**src/rtl/rxerr_pkg.sv**
```systemverilog
// Package: shared identifiers for the receive error offset recorder.
// Assumes two buffers only; index 0 is buffer A, index 1 is buffer B.
package rxerr_pkg;
    typedef enum logic {
        BUF_A = 1'b0,
        BUF_B = 1'b1
    } buf_id_e;

    localparam int unsigned NUM_BUFS = 2;
endpackage

```
**src/rtl/rxerr_buf.sv**
```systemverilog
// rxerr_buf: state of one DMA receive buffer. It holds the armed flag and the
// transfer counter, and captures the first error offset.
// Assumes BUF_CHARS >= 2; act_i is high while this buffer is the active one.
module rxerr_buf #(
    parameter int unsigned BUF_CHARS = 8,
    parameter int unsigned OVF_LEAD  = 4,
    localparam int unsigned CNT_W    = $clog2(BUF_CHARS),
    localparam int unsigned EOFF_W   = $clog2(BUF_CHARS + OVF_LEAD)
) (
    input  logic              clk,
    input  logic              rst_n,
    input  logic              act_i,
    input  logic              load_i,
    input  logic              clr_i,
    input  logic              xfer_i,
    input  logic              bad_i,
    input  logic              ovf_i,
    output logic              busy_o,
    output logic              done_o,
    output logic              err_vld_o,
    output logic [EOFF_W-1:0] err_off_o
);
    localparam logic [CNT_W-1:0] LAST = CNT_W'(BUF_CHARS - 1);

    logic [CNT_W-1:0]  cnt_q;
    logic              busy_q;
    logic              vld_q;
    logic [EOFF_W-1:0] off_q;
    logic              hit;
    logic              ovf_hit;

    // Qualify strobes: only the active, armed buffer reacts.
    always_comb begin
        hit     = act_i && busy_q && xfer_i;
        ovf_hit = act_i && busy_q && ovf_i;
        done_o  = hit && (cnt_q == LAST);
    end

    // Buffer state: reset and clear first, then load, then transfer and capture.
    always_ff @(posedge clk) begin
        if (!rst_n || clr_i) begin
            busy_q <= 1'b0;
            cnt_q  <= '0;
            vld_q  <= 1'b0;
            off_q  <= '0;
        end else if (load_i && !busy_q) begin
            busy_q <= 1'b1;
            cnt_q  <= '0;
            vld_q  <= 1'b0;
            off_q  <= '0;
        end else begin
            if (hit) begin
                cnt_q <= done_o ? '0 : cnt_q + 1'b1;
            end
            if (done_o) begin
                busy_q <= 1'b0;
            end
            if (!vld_q) begin
                if (hit && bad_i) begin
                    vld_q <= 1'b1;
                    off_q <= EOFF_W'(cnt_q);
                end else if (ovf_hit) begin
                    vld_q <= 1'b1;
                    off_q <= EOFF_W'(cnt_q) + EOFF_W'(OVF_LEAD);
                end
            end
        end
    end

    assign busy_o    = busy_q;
    assign err_vld_o = vld_q;
    assign err_off_o = off_q;
endmodule

```
**src/rtl/rxerr_sel.sv**
```systemverilog
// rxerr_sel: active-buffer pointer. The pointer moves to the other buffer when
// that buffer is armed and the current one either completes now or is idle.
// Assumes busy_i/done_i are indexed by rxerr_pkg::buf_id_e.
module rxerr_sel
    import rxerr_pkg::*;
(
    input  logic                clk,
    input  logic                rst_n,
    input  logic [NUM_BUFS-1:0] busy_i,
    input  logic [NUM_BUFS-1:0] done_i,
    output buf_id_e             act_o
);
    buf_id_e act_q;
    logic    flip;

    // Decide whether to hand over to the other buffer this cycle.
    always_comb begin
        flip = busy_i[~act_q] && (done_i[act_q] || !busy_i[act_q]);
    end

    // Pointer register, starting at buffer A.
    always_ff @(posedge clk) begin
        if (!rst_n) begin
            act_q <= BUF_A;
        end else if (flip) begin
            act_q <= (act_q == BUF_A) ? BUF_B : BUF_A;
        end
    end

    assign act_o = act_q;
endmodule

```
**src/rtl/rxerr_offset_rec.sv**
```systemverilog
// rxerr_offset_rec: records, per A/B receive DMA buffer, the offset of the
// first character with a parity/frame error, or an overrun offset that runs
// OVF_LEAD characters ahead. Assumes one transfer strobe per character moved.
module rxerr_offset_rec
    import rxerr_pkg::*;
#(
    parameter int unsigned BUF_CHARS = 8,
    parameter int unsigned OVF_LEAD  = 4,
    localparam int unsigned EOFF_W   = $clog2(BUF_CHARS + OVF_LEAD)
) (
    input  logic              clk,
    input  logic              rst_n,
    input  logic              xfer_i,
    input  logic              par_err_i,
    input  logic              frm_err_i,
    input  logic              ovf_i,
    input  logic              load_a_i,
    input  logic              load_b_i,
    input  logic              dmarst_a_i,
    input  logic              dmarst_b_i,
    output logic              act_b_o,
    output logic              busy_a_o,
    output logic              busy_b_o,
    output logic              err_vld_a_o,
    output logic [EOFF_W-1:0] err_off_a_o,
    output logic              err_vld_b_o,
    output logic [EOFF_W-1:0] err_off_b_o
);
    logic [NUM_BUFS-1:0] load_v;
    logic [NUM_BUFS-1:0] clr_v;
    logic [NUM_BUFS-1:0] busy_v;
    logic [NUM_BUFS-1:0] done_v;
    logic [NUM_BUFS-1:0] vld_v;
    logic [EOFF_W-1:0]   off_v [NUM_BUFS];
    buf_id_e             act;
    logic                bad;

    // Gather per-buffer controls and merge the two error flags.
    always_comb begin
        load_v = {load_b_i, load_a_i};
        clr_v  = {dmarst_b_i, dmarst_a_i};
        bad    = par_err_i || frm_err_i;
    end

    for (genvar g = 0; g < NUM_BUFS; g++) begin : g_buf
        rxerr_buf #(
            .BUF_CHARS (BUF_CHARS),
            .OVF_LEAD  (OVF_LEAD)
        ) u_buf (
            .clk       (clk),
            .rst_n     (rst_n),
            .act_i     (act == buf_id_e'(g)),
            .load_i    (load_v[g]),
            .clr_i     (clr_v[g]),
            .xfer_i    (xfer_i),
            .bad_i     (bad),
            .ovf_i     (ovf_i),
            .busy_o    (busy_v[g]),
            .done_o    (done_v[g]),
            .err_vld_o (vld_v[g]),
            .err_off_o (off_v[g])
        );
    end

    rxerr_sel u_sel (
        .clk    (clk),
        .rst_n  (rst_n),
        .busy_i (busy_v),
        .done_i (done_v),
        .act_o  (act)
    );

    assign act_b_o     = (act == BUF_B);
    assign busy_a_o    = busy_v[BUF_A];
    assign busy_b_o    = busy_v[BUF_B];
    assign err_vld_a_o = vld_v[BUF_A];
    assign err_off_a_o = off_v[BUF_A];
    assign err_vld_b_o = vld_v[BUF_B];
    assign err_off_b_o = off_v[BUF_B];
endmodule

```
**config.mk**
```make
export PLATFORM = sky130hd
export DESIGN_NAME = rxerr_offset_rec
export DESIGN_NICKNAME = d
export VERILOG_FILES = /design/src/rtl/rxerr_pkg.sv /design/src/rtl/rxerr_buf.sv /design/src/rtl/rxerr_sel.sv /design/src/rtl/rxerr_offset_rec.sv
export SDC_FILE = /design/constraint.sdc
export NUM_CORES = 1
export LEC_CHECK = 0
export BUFFER_PORTS_ARGS = -buffer_cell sky130_fd_sc_hd__buf_4
export CORE_MARGIN = 2
export CORE_UTILIZATION = 51
export CTS_CLUSTER_DIAMETER = 40
export CTS_CLUSTER_SIZE = 10
export DETAILED_ROUTE_END_ITERATION = 7
export MAX_ROUTING_LAYER = met4
export PLACE_DENSITY = 0.79
export SLEW_MARGIN = 20
export SYNTH_ARGS = -nofsm -noshare
export SYNTH_HDL_FRONTEND = slang
export SYNTH_HIERARCHICAL = 1
export SYNTH_SLANG_ARGS = --single-unit
```
**constraint.sdc**
```tcl
create_clock -name clk -period 1.75 [get_ports clk]
set_clock_uncertainty 0.1 [all_clocks]
set_input_delay 0.35 -clock clk [delete_from_list [all_inputs] [get_ports clk]]
set_output_delay 0.35 -clock clk [all_outputs]
set_load 0.01 [all_outputs]
```
== Word-level counts from Yosys, hierarchy flattened ==
Cells that the tools add are included.

* Register bits: 19
* Bits of input ports: 10
* Output and inout port bits: 13
* Logic and storage cells: 72

* $add $sub $neg: 4
* Order comparisons: 2
* Equal/unequal tests: 2
* Multiplexer cells: 23
* Bitwise logic cells: 3
* Reductions and logical operators: 29

{| class="wikitable"
|+ Operators with widths
! cell !! count
|-
| 1-bit 2-to-1 mux || 17
|-
| 4-bit 2-to-1 mux || 4
|-
| 1-bit logical AND || 13
|-
| 3-bit by 3-bit adder with 4-bit output, second input constant || 2
|-
| 2-bit nonzero test || 4
|-
| 3-bit by 1-bit adder with 3-bit output, second input constant || 2
|-
| 3-bit == test, second input constant || 2
|-
| 3-bit 2-to-1 mux || 2
|-
| 1-bit zero test || 4
|-
| 1-bit logical OR || 4
|-
| 1-bit by 2-bit < comparator with 1-bit output, second input constant || 2
|-
| 2-bit AND reduction || 2
|-
| 2-bit OR reduction || 2
|-
| 1-bit inverter || 3
|}

== Depth between registers and ports, before layout ==
* Depth after elaboration: 8
* Depth in mapped cells: 6

== Cells and area by module ==
Netlist, hierarchy kept.

{| class="wikitable"
|+ By module, submodules not included
! module !! times used !! cells each !! area each (µm²)
|-
| rxerr_buf || 2 || 49 || 452.9
|-
| rxerr_sel || 1 || 5 || 47.5
|-
| rxerr_offset_rec || 1 || 2 || 10.0
|}

== Worst setup path before layout ==
No wires, ideal clock.

* Path type: register to register
* Start: register u_sel.act_q, in the netlist u_sel/act_o
* End: register u_sel.act_q, in the netlist u_sel/act_o
* Library setup time: 0.139 ns
* Arrival: 1.129 ns
* Slack: 0.382 ns
* Stages on the path, launching flop included: 6
* Buffers on the path: 0
* Period minus slack after synthesis: 1.368 ns
* Cells stage by stage: dfxtp_1 -> inv_1 -> and3_2 -> and2_1 -> nor3b_1 -> a311oi_1

* Word-level cells in the longest chain between the ends: 8
* Elaborated cells on any way between the ends: 17
* Those cells by class: mux (7); bitwise (1); reduce/logical (9)

{| class="wikitable"
|+ RTL lines
! what !! line !! source
|-
| start, declared || rxerr_sel.sv:13 || <nowiki>buf_id_e act_q;</nowiki>
|-
| start signal, assigned || rxerr_sel.sv:26 || <nowiki>act_q <= (act_q == BUF_A) ? BUF_B : BUF_A;</nowiki>
|-
| 1-bit inverter || n/a ||
|-
| 1-bit logical AND (2 in a row) || rxerr_buf.sv:34 || <nowiki>hit = act_i && busy_q && xfer_i;</nowiki>
|-
| 1-bit logical AND || rxerr_buf.sv:36 || <nowiki>done_o = hit && (cnt_q == LAST);</nowiki>
|-
| net done_v[0] || rxerr_offset_rec.sv:32 || <nowiki>logic [NUM_BUFS-1:0] done_v;</nowiki>
|-
| 1-bit 2-to-1 mux (implied by the code) (2 in a row) || rxerr_sel.sv:18 || <nowiki>flip = busy_i[~act_q] && (done_i[act_q] || !busy_i[act_q]);</nowiki>
|-
| 1-bit logical OR || rxerr_sel.sv:18 ||
|-
| 1-bit logical AND || rxerr_sel.sv:18 ||
|}

The timed path passes the listed nets, and every way through them passes these cells. The select of a mux whose other input is x is not followed.
A chain may end at the register's enable or synchronous reset.

== Worst setup path in the final report ==
* Start: register g_buf[1].u_buf.cnt_q[0]
* End: register u_sel.act_q, in the netlist u_sel/act_o

* Word-level cells in the longest chain between the ends: 6

{| class="wikitable"
|+ RTL lines
! what !! line !! source
|-
| start, declared || rxerr_buf.sv:25 || <nowiki>logic [CNT_W-1:0] cnt_q;</nowiki>
|-
| start signal, assigned || rxerr_buf.sv:53 || <nowiki>cnt_q <= done_o ? '0 : cnt_q + 1'b1;</nowiki>
|-
| 3-bit == test || rxerr_buf.sv:36 ||
|-
| 1-bit logical AND || rxerr_buf.sv:36 ||
|-
| net done_v[1] || rxerr_offset_rec.sv:32 ||
|-
| 1-bit 2-to-1 mux (implied by the code) (2 in a row) || rxerr_sel.sv:18 ||
|-
| 1-bit logical OR || rxerr_sel.sv:18 ||
|-
| 1-bit logical AND || rxerr_sel.sv:18 ||
|}

The timed path passes the listed nets, and every way through them passes these cells. The select of a mux whose other input is x is not followed.

==> flow_metrics.tcl <==
set metrics [dict create \
    cts_sinks 19 \
    fin_total_pwr_uw 735 \
    status "completed" \
    htree_num_levels 1 \
    critPathMaxFanout 4 \
    fin_nets 148 \
    grtUsageTotal_pct 18.9 \
    synth_top_area_share_pct 39.5 \
    postCtsSetupBuffers 0 \
    ir_drop_uv 359 \
    setup_ws_ns 0.288 \
    yosysSeqAreaShare_pct 39.5 \
    power.density_mw_per_mm2 631 \
    post_drt_wl_per_cell_um 11.9 \
    final-max-slew-violation-count 0 \
    p_int_uw 563 \
    avgSynthCellArea_um2 9.18 \
    power.share.sequential_pct 60.2 \
    antenna_found_initial 0 \
    ys_types 22 \
    post-route-min-period_ns 1.46 \
    finalWirelength_um 1850 \
    insertedDiodeCount 0 \
    grt_pass1_wl_um 2880 \
    cts.clk_slew.worst_paths_ns 0.10 \
    maxSlewHeadroom_pct 78.3 \
    cts_resized 0 \
    p_switching_uw 172 \
    multi_input_area_um2 529 \
    critical_path_class "register to register" \
    end_kind "register" \
    cts_inserted_buffers 3 \
    grt_pass1_vias 722 \
    p_leak_nw 0.464 \
    clock_latency_ns 0.29 \
    instances_no_fill 156 \
    drive_gt1_share_pct 26.7 \
    dr.pass1.iters 4 \
    start_util_pct 55.2 \
    fill_cells 164 \
    cts_hold_buffers 0 \
    final_cell_mix "buf_4, dfxtp_1, nand3_1" \
    design.core.area_mm2 0.00175 \
    max_freq_ghz 0.684 \
    gr-total-overflow 0 \
    root_buffer "clkbuf_4" \
    drtIter0Drc 14 \
    hpwl_um 1480 \
    setup_tns_ns 0 \
    setup_viol 0 \
    switching_share_pct 23.4 \
    synth-seq-cells 19 \
    drc_errors 0 \
    syn-num-nets 121 \
    placed_cell_area_mm2 0.00114 \
    holdCritPathClass "primary input to register" \
    ios 23 \
    die_w_um 47.5 \
    die_h_um 47.5 \
    area_growth_syn_to_layout_pct 21.0 \
    p_comb_share_pct 10.9 \
    grt_setup_unrepaired "false" \
    grt_max_degree 11 \
    hold_viol_final 0 \
    cap_violations 0 \
    routabilityCongestion 0.802 \
    post-place-cells 152 \
    ant_nets 0 \
    dp_slack_ns 0.255 \
    crit_arrival_ns 1.57 \
    cts_tree "built" \
    yosys.area.top_type "dfxtp_1" \
    critPathLaunchType "register" \
    viasPerCell 5.17 \
    tightest_slew_ns 0.326 \
    fin_crit_sh_pct 83.5 \
    clkPwrFrac_pct 29.0 \
    critPathRequiredTime_ns 1.86 \
    vias 806 \
    cts_buffer_depth 2 \
    seq_area_um2 380 \
    dieArea_mm2 0.00225 \
    rows 15 \
    synth_area_um2 963 \
    portBuffers 22 \
    final_common_cell "buf_4" \
    final_cell_area_mm2 0.00117 \
    synth.yosys.warnings 6 \
    fin_util_pct 66.8 \
    holdWs_ns 0.208 \
    synthCells 105 \
    synth_area_leaders "dfxtp_1, nand3_1, mux2i_1, ha_1, nand2_1" \
]
==> metal layers <==
metal	wire, µm	share of wire (%)	track usage, %
met1	829	45	21.0
met2	911	49	32.7
met3	93	5.0	4.53
met4	15	0.81	6.67
met5	0	0	-
==> cell type report <==
| class | instances | share of cell area (%) |
|---|---|---|
| Sequential cell | 19 | 32.6 |
| Tap cell | 25 | 2.68 |
| Inverter | 1 | 0.322 |
| Clock buffer | 4 | 2.25 |
| Multi-Input combinational cell | 81 | 45.4 |
| Timing Repair Buffer | 26 | 16.7 |
==> flip-flops by register name (all words and copies together) (netlist names) <==
register and flops:
g_buf.u_buf/busy_o 2, g_buf.u_buf/cnt_q 6, g_buf.u_buf/err_off_o 8, g_buf.u_buf/err_vld_o 2, u_sel/act_o 1
==> worst max-delay path, stage by stage, from the launching register on <==
cell and delay, ns:
dfxtp_1 0.35, ha_1 0.21, ha_1 0.20, and2_1 0.15
nand2b_1 0.13, a311oi_1 0.25
==> synth_stat cells <==
cell type and count:
a311oi_1 1, nand3b_1 2, nor3_4 2, mux2i_1 8
a21oi_1 8, or2_1 1, nor2b_1 2, buf_6 2
inv_1 1, dfxtp_1 19, clkbuf_8 2, nor3b_1 1
o21ba_2 2, and3_2 2, o21ai_0 3, nand2b_1 3
nor2_1 4, nand3_1 18, or3_1 2, nand2_1 14
ha_1 6, and2_1 2
==> cell families after synthesis <==
family                   Yosys count  share of synthesized area [%]
buffers and inverters              5                           5.58
multiplexers                       8                           8.31
flip-flops                        19                           39.5
adder cells (fa/ha/maj)            6                           7.79
AND/OR/NAND/NOR                   53                           30.1
AO/OA/AOI/OAI                     14                           8.70
==> power by group through the flow <==
stage	clock [mW]	sequential, mW	combinational (mW)
floorplan	0	0.454	0.0497
global placement	0	0.452	0.0784
detailed placement	0	0.453	0.0794
CTS	0.222	0.443	0.0799
global route	0.234	0.444	0.0875
finish	0.213	0.442	0.0798
==> path summary, 6_finish.rpt <==
path / slack [ns] / start / end / cells after the start
worst max register to register: 0.29 / g_buf[1].u_buf/cnt_q[0]$_SDFFE_PP0N_ / u_sel/act_o$_SDFFE_PN0P_ / 5
worst max-delay path: 0.29 / g_buf[1].u_buf/cnt_q[0]$_SDFFE_PP0N_ / u_sel/act_o$_SDFFE_PN0P_ / 5
worst min register to register: 0.38 / g_buf[0].u_buf/err_off_o[0]$_SDFFE_PP0P_ / g_buf[0].u_buf/err_off_o[0]$_SDFFE_PP0P_ / 2
worst min-delay path: 0.21 / load_b_i / g_buf[1].u_buf/busy_o$_SDFFE_PP0P_ / 3
Power figures use the tool's default switching activity.
